$ cat config.mk
export PLATFORM = sky130hd
export DESIGN_NAME = p192_modmul
export DESIGN_NICKNAME = d
export VERILOG_FILES = /design/src/rtl/p192_pkg.sv /design/src/rtl/p192_csa_mac.sv /design/src/rtl/p192_merge_add.sv /design/src/rtl/p192_fold.sv /design/src/rtl/p192_modmul.sv
export SDC_FILE = /design/constraint.sdc
export NUM_CORES = 2
export LEC_CHECK = 0
export BUFFER_PORTS_ARGS = -buffer_cell sky130_fd_sc_hd__buf_2
export CORE_ASPECT_RATIO = 0.6
export CORE_MARGIN = 4
export CORE_UTILIZATION = 36
export CTS_BUF_LIST = sky130_fd_sc_hd__clkbuf_2
export DETAILED_ROUTE_END_ITERATION = 10
export SYNTH_ARGS = -nofsm -noshare
export SYNTH_HDL_FRONTEND = slang
export SYNTH_SLANG_ARGS = --single-unit
$ cat constraint.sdc
create_clock -name clk -period 138 [get_ports clk]
set_input_delay 27.6 -clock clk [delete_from_list [all_inputs] [get_ports clk]]
set_output_delay 27.6 -clock clk [all_outputs]
set_load 0.02 [all_outputs]
$ cat src/rtl/p192_pkg.sv
package p192_pkg;
    localparam int WORD_W      = 64;
    localparam int OP_W        = 3 * WORD_W;
    localparam int PROD_W      = 2 * OP_W;
    localparam int ACC_W       = OP_W + 2;
    localparam int CNT_W       = $clog2(OP_W);
    localparam int CORR_STEPS  = 3;
    localparam int CORR_CNT_W  = $clog2(CORR_STEPS + 1);

    // p = 2^192 - 2^64 - 1: all ones except bit WORD_W
    localparam logic [OP_W-1:0] PRIME = {OP_W{1'b1}} ^ (OP_W'(1) << WORD_W);

    typedef enum logic [2:0] {
        ST_IDLE,
        ST_MULT,
        ST_MERGE,
        ST_FOLD,
        ST_CORR,
        ST_DONE
    } mm_state_e;
endpackage

$ cat src/rtl/p192_csa_mac.sv
// Carry-save shift-and-add accumulator: acc = 2*acc + bit*mcand, MSB first.
module p192_csa_mac #(
    parameter int OP_W   = 192,
    parameter int PROD_W = 2 * OP_W
) (
    input  logic              clk,
    input  logic              clear,
    input  logic              step,
    input  logic [OP_W-1:0]   mcand,
    input  logic              bit_i,
    output logic [PROD_W-1:0] sum_q,
    output logic [PROD_W-1:0] carry_q
);
    logic [PROD_W-1:0] s_sh, c_sh, addend, s_nx, c_nx;

    always_comb begin
        s_sh   = sum_q << 1;
        c_sh   = carry_q << 1;
        addend = bit_i ? PROD_W'(mcand) : '0;
        s_nx   = s_sh ^ c_sh ^ addend;
        c_nx   = ((s_sh & c_sh) | (s_sh & addend) | (c_sh & addend)) << 1;
    end

    always_ff @(posedge clk) begin
        if (clear) begin
            sum_q   <= '0;
            carry_q <= '0;
        end else if (step) begin
            sum_q   <= s_nx;
            carry_q <= c_nx;
        end
    end
endmodule

$ cat src/rtl/p192_merge_add.sv
// Ripple-carry merge of the redundant pair; carry out is discarded
// because the true product fits in W bits.
module p192_merge_add #(
    parameter int W = 384
) (
    input  logic [W-1:0] a,
    input  logic [W-1:0] b,
    output logic [W-1:0] sum
);
    always_comb begin
        logic cy;
        cy = 1'b0;
        for (int i = 0; i < W; i++) begin
            sum[i] = a[i] ^ b[i] ^ cy;
            cy     = (a[i] & b[i]) | (cy & (a[i] ^ b[i]));
        end
    end
endmodule

$ cat src/rtl/p192_fold.sv
// Folding reduction specialised to 2^(3w) - 2^w - 1.
module p192_fold #(
    parameter int WORD_W = 64
) (
    input  logic [6*WORD_W-1:0] prod,
    output logic [3*WORD_W+1:0] folded
);
    localparam int OP_W  = 3 * WORD_W;
    localparam int OUT_W = OP_W + 2;

    logic [WORD_W-1:0] w [6];
    logic [OUT_W-1:0]  t_low, t_w3, t_w4, t_w5;

    for (genvar g = 0; g < 6; g++) begin : g_split
        assign w[g] = prod[g*WORD_W +: WORD_W];
    end

    always_comb begin
        t_low  = {2'b00, w[2], w[1], w[0]};
        t_w3   = {2'b00, {WORD_W{1'b0}}, w[3], w[3]};
        t_w4   = {2'b00, w[4], w[4], {WORD_W{1'b0}}};
        t_w5   = {2'b00, w[5], w[5], w[5]};
        folded = t_low + t_w3 + t_w4 + t_w5;
    end
endmodule

$ cat src/rtl/p192_modmul.sv
module p192_modmul
    import p192_pkg::*;
(
    input  logic             clk,
    input  logic             rst,
    input  logic             start,
    input  logic [191:0]     x,
    input  logic [191:0]     y,
    output logic [191:0]     z,
    output logic             done
);
    mm_state_e               state_q, state_d;
    logic [CNT_W-1:0]        bit_cnt_q;
    logic [CORR_CNT_W-1:0]   corr_cnt_q;
    logic [OP_W-1:0]         x_q, y_q;
    logic [PROD_W-1:0]       csa_s, csa_c, merged, prod_q;
    logic [ACC_W-1:0]        folded, acc_q, acc_sub;
    logic [OP_W-1:0]         z_q;
    logic                    done_q;
    logic                    accept, last_bit, last_corr;

    localparam logic [ACC_W-1:0] PRIME_EXT = ACC_W'(PRIME);

    assign accept    = start && (state_q == ST_IDLE || state_q == ST_DONE);
    assign last_bit  = (bit_cnt_q == CNT_W'(OP_W - 1));
    assign last_corr = (corr_cnt_q == CORR_CNT_W'(CORR_STEPS - 1));

    p192_csa_mac #(.OP_W(OP_W), .PROD_W(PROD_W)) u_mac (
        .clk     (clk),
        .clear   (accept),
        .step    (state_q == ST_MULT),
        .mcand   (x_q),
        .bit_i   (y_q[OP_W-1]),
        .sum_q   (csa_s),
        .carry_q (csa_c)
    );

    p192_merge_add #(.W(PROD_W)) u_merge (
        .a   (csa_s),
        .b   (csa_c),
        .sum (merged)
    );

    p192_fold #(.WORD_W(WORD_W)) u_fold (
        .prod   (prod_q),
        .folded (folded)
    );

    assign acc_sub = (acc_q >= PRIME_EXT) ? (acc_q - PRIME_EXT) : acc_q;

    // Next-state logic
    always_comb begin
        state_d = state_q;
        unique case (state_q)
            ST_IDLE:  if (start)     state_d = ST_MULT;   // ACCEPT
            ST_MULT:  if (last_bit)  state_d = ST_MERGE;  // LAST_BIT
            ST_MERGE:                state_d = ST_FOLD;   // MERGED
            ST_FOLD:                 state_d = ST_CORR;   // FOLDED
            ST_CORR:  if (last_corr) state_d = ST_DONE;   // SETTLED
            ST_DONE:  if (start)     state_d = ST_MULT;   // ACCEPT
            default:                 state_d = ST_IDLE;
        endcase
    end

    // State register
    always_ff @(posedge clk) begin
        if (rst) state_q <= ST_IDLE;
        else     state_q <= state_d;
    end

    // Datapath registers
    always_ff @(posedge clk) begin
        if (rst) begin
            bit_cnt_q  <= '0;
            corr_cnt_q <= '0;
        end else begin
            unique case (state_q)
                ST_IDLE, ST_DONE: begin
                    if (start) begin
                        x_q       <= x;
                        y_q       <= y;
                        bit_cnt_q <= '0;
                    end
                end
                ST_MULT: begin
                    y_q       <= y_q << 1;
                    bit_cnt_q <= bit_cnt_q + 1'b1;
                end
                ST_MERGE: prod_q <= merged;
                ST_FOLD: begin
                    acc_q      <= folded;
                    corr_cnt_q <= '0;
                end
                ST_CORR: begin
                    acc_q      <= acc_sub;
                    corr_cnt_q <= corr_cnt_q + 1'b1;
                end
                default: ;
            endcase
        end
    end

    // Output register
    always_ff @(posedge clk) begin
        if (rst) begin
            z_q    <= '0;
            done_q <= 1'b0;
        end else if (accept) begin
            done_q <= 1'b0;
        end else if (state_q == ST_CORR && last_corr) begin
            z_q    <= acc_sub[OP_W-1:0];
            done_q <= 1'b1;
        end
    end

    assign z    = z_q;
    assign done = done_q;

    a_r2_accept_clears_done: assert property (@(posedge clk) disable iff (rst)
        accept |=> !done);

    a_r4_done_after_corr: assert property (@(posedge clk) disable iff (rst)
        $rose(done) |-> ($past(state_q) == ST_CORR && $past(corr_cnt_q) == CORR_CNT_W'(CORR_STEPS - 1)));

    a_r4_corr_bounded: assert property (@(posedge clk) disable iff (rst)
        (state_q == ST_CORR) |-> (corr_cnt_q < CORR_CNT_W'(CORR_STEPS)));

    a_r5_result_holds: assert property (@(posedge clk) disable iff (rst)
        (done && !start) |=> (done && $stable(z)));

    a_r6_busy_keeps_counting: assert property (@(posedge clk) disable iff (rst)
        (state_q == ST_MULT && !last_bit) |=> (state_q == ST_MULT && bit_cnt_q == $past(bit_cnt_q) + 1'b1));

    a_r8_result_below_p: assert property (@(posedge clk) disable iff (rst)
        done |-> (z < PRIME));
endmodule

==> flow_summary.ini <==
[run_status]
status = finished, violations left
violated_checks = capacitance limit, slew limit

[floorplan]
die_w_um = 734
design.die.area_um2 = 326000
num_rows = 159
core_area_um2 = 314000
ioPinCount = 580
initial_core_util_pct = 36.3
chip_height_um = 444

[clock_network]
cts_hold_buffers = 0
cts_tree = yes
clock_latency_on_the_worst_skew_pair_ps = 1940
ctsHtreeMaxLevel = 5
ctsRootBufferMaster = sky130_fd_sc_hd__clkbuf_2
numCtsBuffers = 462
worst_setup_hold_path_clk_slew_ps = 130
post_cts_setup_buffer_count = 0
cts_num_sinks = 1934
clock_tree.buffer_depth = 4

[finish]
drive_gt1_share_pct = 14.7
num-fill-cells = 31800
synthToLayoutAreaGrowth_pct = 11.0
final_core_utilization_pct = 40.3
register_area_um2 = 48300
multi_input_comb_area_um2 = 62300
finalNetCount = 14400

[worst_setup_path]
cp.buffers_inverters = 1
timing.reg2reg.worst_path_depth = 384
critical_path.max_stage_delay_ps = 420
cp_data_arrival_time_ps = 137590
critical_path.max_fanout = 2
reg2reg_slack_ps = 2120
critical_path_required_time_ps = 139710
setup_crit_path_kind = reg2reg
critical-path-top-delay-family = adder cells
worst_setup_path_start_kind = register
worstSetupEndpointType = register
r2r_start = u_mac.sum_q[2]
critical_path.most_common_cell = sky130_fd_sc_hd__fa_2
crit-reg2reg-capture = prod_q[383]
worst_path_max_delay_cell = sky130_fd_sc_hd__fa_2

[detailed_routing]
vias = 91800
post_route_wl_um = 405000
vias_per_cell = 5.30
route.antenna.remaining_nets = 0
routed_wire_length_per_instance_um = 23.4
drc_errors = 0
first_pass_iters = 8
drt_first_iter_violations = 9508

[sta]
grt_setup_unrepaired = true
finalHoldViolCount = 0
final.min_clock_period_ps = 135880
setup-tns-final_ps = 0
timing_max_transition_violations_final = 6
worst_slew_pin_slew_ps = 1640
worst_slew_margin_rel_pct = -9.46
fmax_mhz = 7.36
final-setup-viol-count = 0
min_period_over_period_pct = 98.5
clock_skew_ps = 280

[logic_synthesis]
synth_enable_flop_cells = 962
yosys-top-cells-area = sky130_fd_sc_hd__edfxtp_1 (25%), sky130_fd_sc_hd__dfxtp_1 (17%), sky130_fd_sc_hd__fa_1 (12%), sky130_fd_sc_hd__nand2_1 (8.8%), sky130_fd_sc_hd__a21oi_1 (6.6%)
synthesis.yosys.warnings = 0
synth_cell_types = 77
synth.ff_latch_count = 1934
seq_area_frac_synth_pct = 42.4
async_flop_share_pct = 0
synthesis.instances = 12200
netlist.area_leader.share_pct = 25.4
post_synth.cell_area_avg_um2 = 9.37
post-synth-top-area-cell = sky130_fd_sc_hd__edfxtp_1
synth.cells.most_frequent = sky130_fd_sc_hd__nand2_1 (2676), sky130_fd_sc_hd__a21oi_1 (1495), sky130_fd_sc_hd__dfxtp_1 (972)
dominantRegCellSynth = sky130_fd_sc_hd__dfxtp_1
syn-cell-area_um2 = 114000
syn_nets = 13800
yosysMostFrequentCell = sky130_fd_sc_hd__nand2_1

[worst_hold_path]
holdCritStartpoint = y_q[183]
worst_hold_path_class = reg2reg
hold_path_depth = 2
hold-path-endpoint = y_q[184]

[grt]
grt_usage_pct = 24.0
first_pass_grt_wire_length_um = 586000
grt_pass1_vias = 87800
grt_antenna_before_repair = 23
gr-total-overflow = 0
grt_start_max_net_pins = 178

[power]
power.clock.fraction_pct = 29.2
intPower_uw = 903
swShare_pct = 36.0
power_density_nw_per_um2 = 11.2
irDropWorstVdd_uv = 6.71
p_comb_share_pct = 23.2
pwr-share-seq_pct = 47.6
power.leakage_uw = 0.0505
switchingPower_uw = 508

[placed_design]
portBuffers = 579
gp_routability_congestion = 1.02
final_hpwl_from_detailed_placement_um = 320000

[job]
maxCapViolCount = 3
==> logic make-up after synthesis <==
family	share of synthesized area (%)
AOI/OAI and AO/OA	12.9
muxes	0.132
adders and majority gates	18.7
buffers and inverters	3.74
DFF	42.4
and+or+nand+nor	17.7
xor gates and xnor gates	4.44
==> metal layers <==
layer / part of all wire, % / up-vias / track usage, %
met2: 40 / 3600 / 33.6
li1: - / 43200 / -
met5: 0.23 / - / 1.73
met4: 2.4 / 24 / 5.64
met1: 46 / 44400 / 34.7
met3: 11 / 544 / 8.75
==> worst max path at each step <==
stage	startpoint	endpoint	slack (ps)	cells past startpoint
final	u_mac.sum_q[2]	prod_q[383]	2120	384
after global routing	u_mac.sum_q[2]	prod_q[383]	-190	384
after CTS	u_mac.sum_q[2]	prod_q[383]	6	384
after floorplan	u_mac.sum_q[2]	prod_q[383]	20	383
after global placement	u_mac.sum_q[2]	prod_q[383]	-5830	384
after detailed placement	u_mac.sum_q[2]	prod_q[383]	-6740	384
==> timing repair <==
action,4_1_cts,5_1_grt
endpoints found under the setup margin,21,8
pin swaps,13,17
resized for setup,148,49
==> registers in the layout, summed over array words and instances, names as in the netlist <==
name and cells:
bit_cnt_q 8, u_mac.carry_q 382, prod_q 384, x_q 192, corr_cnt_q 2, acc_q 194
z 192, done 1, u_mac.sum_q 384, y_q 192, state_q 3
==> metrics by stage <==
stage          cell area [um^2]  instances  hold slack [ps]  total power (uW)  setup WS (ps)
6_report                 126000      17300              410              1410           2120
5_1_grt                  126000      17300              449              1490           -188
4_1_cts                  126000      17300              430              1420           6.08
3_5_place_dp             121000      16400              464              1000          -6740
3_3_place_gp             121000      16400              461              1000          -5830
2_1_floorplan            114000      12200              437               888           18.5
==> worst reg2reg max path: cells and delay by family, from the launching register on <==
family / cells / cell delay [ps]
xor+xnor: 2 / 270
fa+ha+maj: 381 / 134970
buf+inv: 1 / 180
flops: 1 / 340
==> placed cells by master, fill, tap and decap left out, types with 165 or more instances in the layout <==
cell type / n
sky130_fd_sc_hd__a211oi_1: 165
sky130_fd_sc_hd__a21oi_1: 1494
sky130_fd_sc_hd__and2_1: 230
sky130_fd_sc_hd__buf_2: 578
sky130_fd_sc_hd__clkbuf_2: 716
sky130_fd_sc_hd__dfxtp_1: 971
sky130_fd_sc_hd__edfxtp_1: 962
sky130_fd_sc_hd__fa_1: 322
sky130_fd_sc_hd__fa_2: 377
sky130_fd_sc_hd__ha_1: 582
sky130_fd_sc_hd__inv_1: 512
sky130_fd_sc_hd__nand2_1: 2674
sky130_fd_sc_hd__nand3_1: 177
sky130_fd_sc_hd__nand4_1: 270
sky130_fd_sc_hd__nor2_1: 815
sky130_fd_sc_hd__nor3_1: 174
sky130_fd_sc_hd__o21ai_0: 370
sky130_fd_sc_hd__xnor2_1: 330
sky130_fd_sc_hd__xor2_1: 246
==> power groups by stage <==
stage / Combinational (uW) / Clock (uW) / Sequential, uW
after global placement: 321 / 0 / 682
after global routing: 358 / 458 / 676
after CTS: 323 / 429 / 671
after detailed placement: 321 / 0 / 684
final: 328 / 412 / 671
after floorplan: 202 / 0 / 686
==> final cells by class <==
type,count,area share (%)
multi-input combinational,9090,49.3
sequential,1934,38.2
tap,4186,4.14
timing repair buffer,722,3.21
clock buffer,716,2.83
inverter,512,1.52
clock inverter,151,0.741
antenna,14,0.0277
No activity file was read; power rests on OpenSTA's default activity.
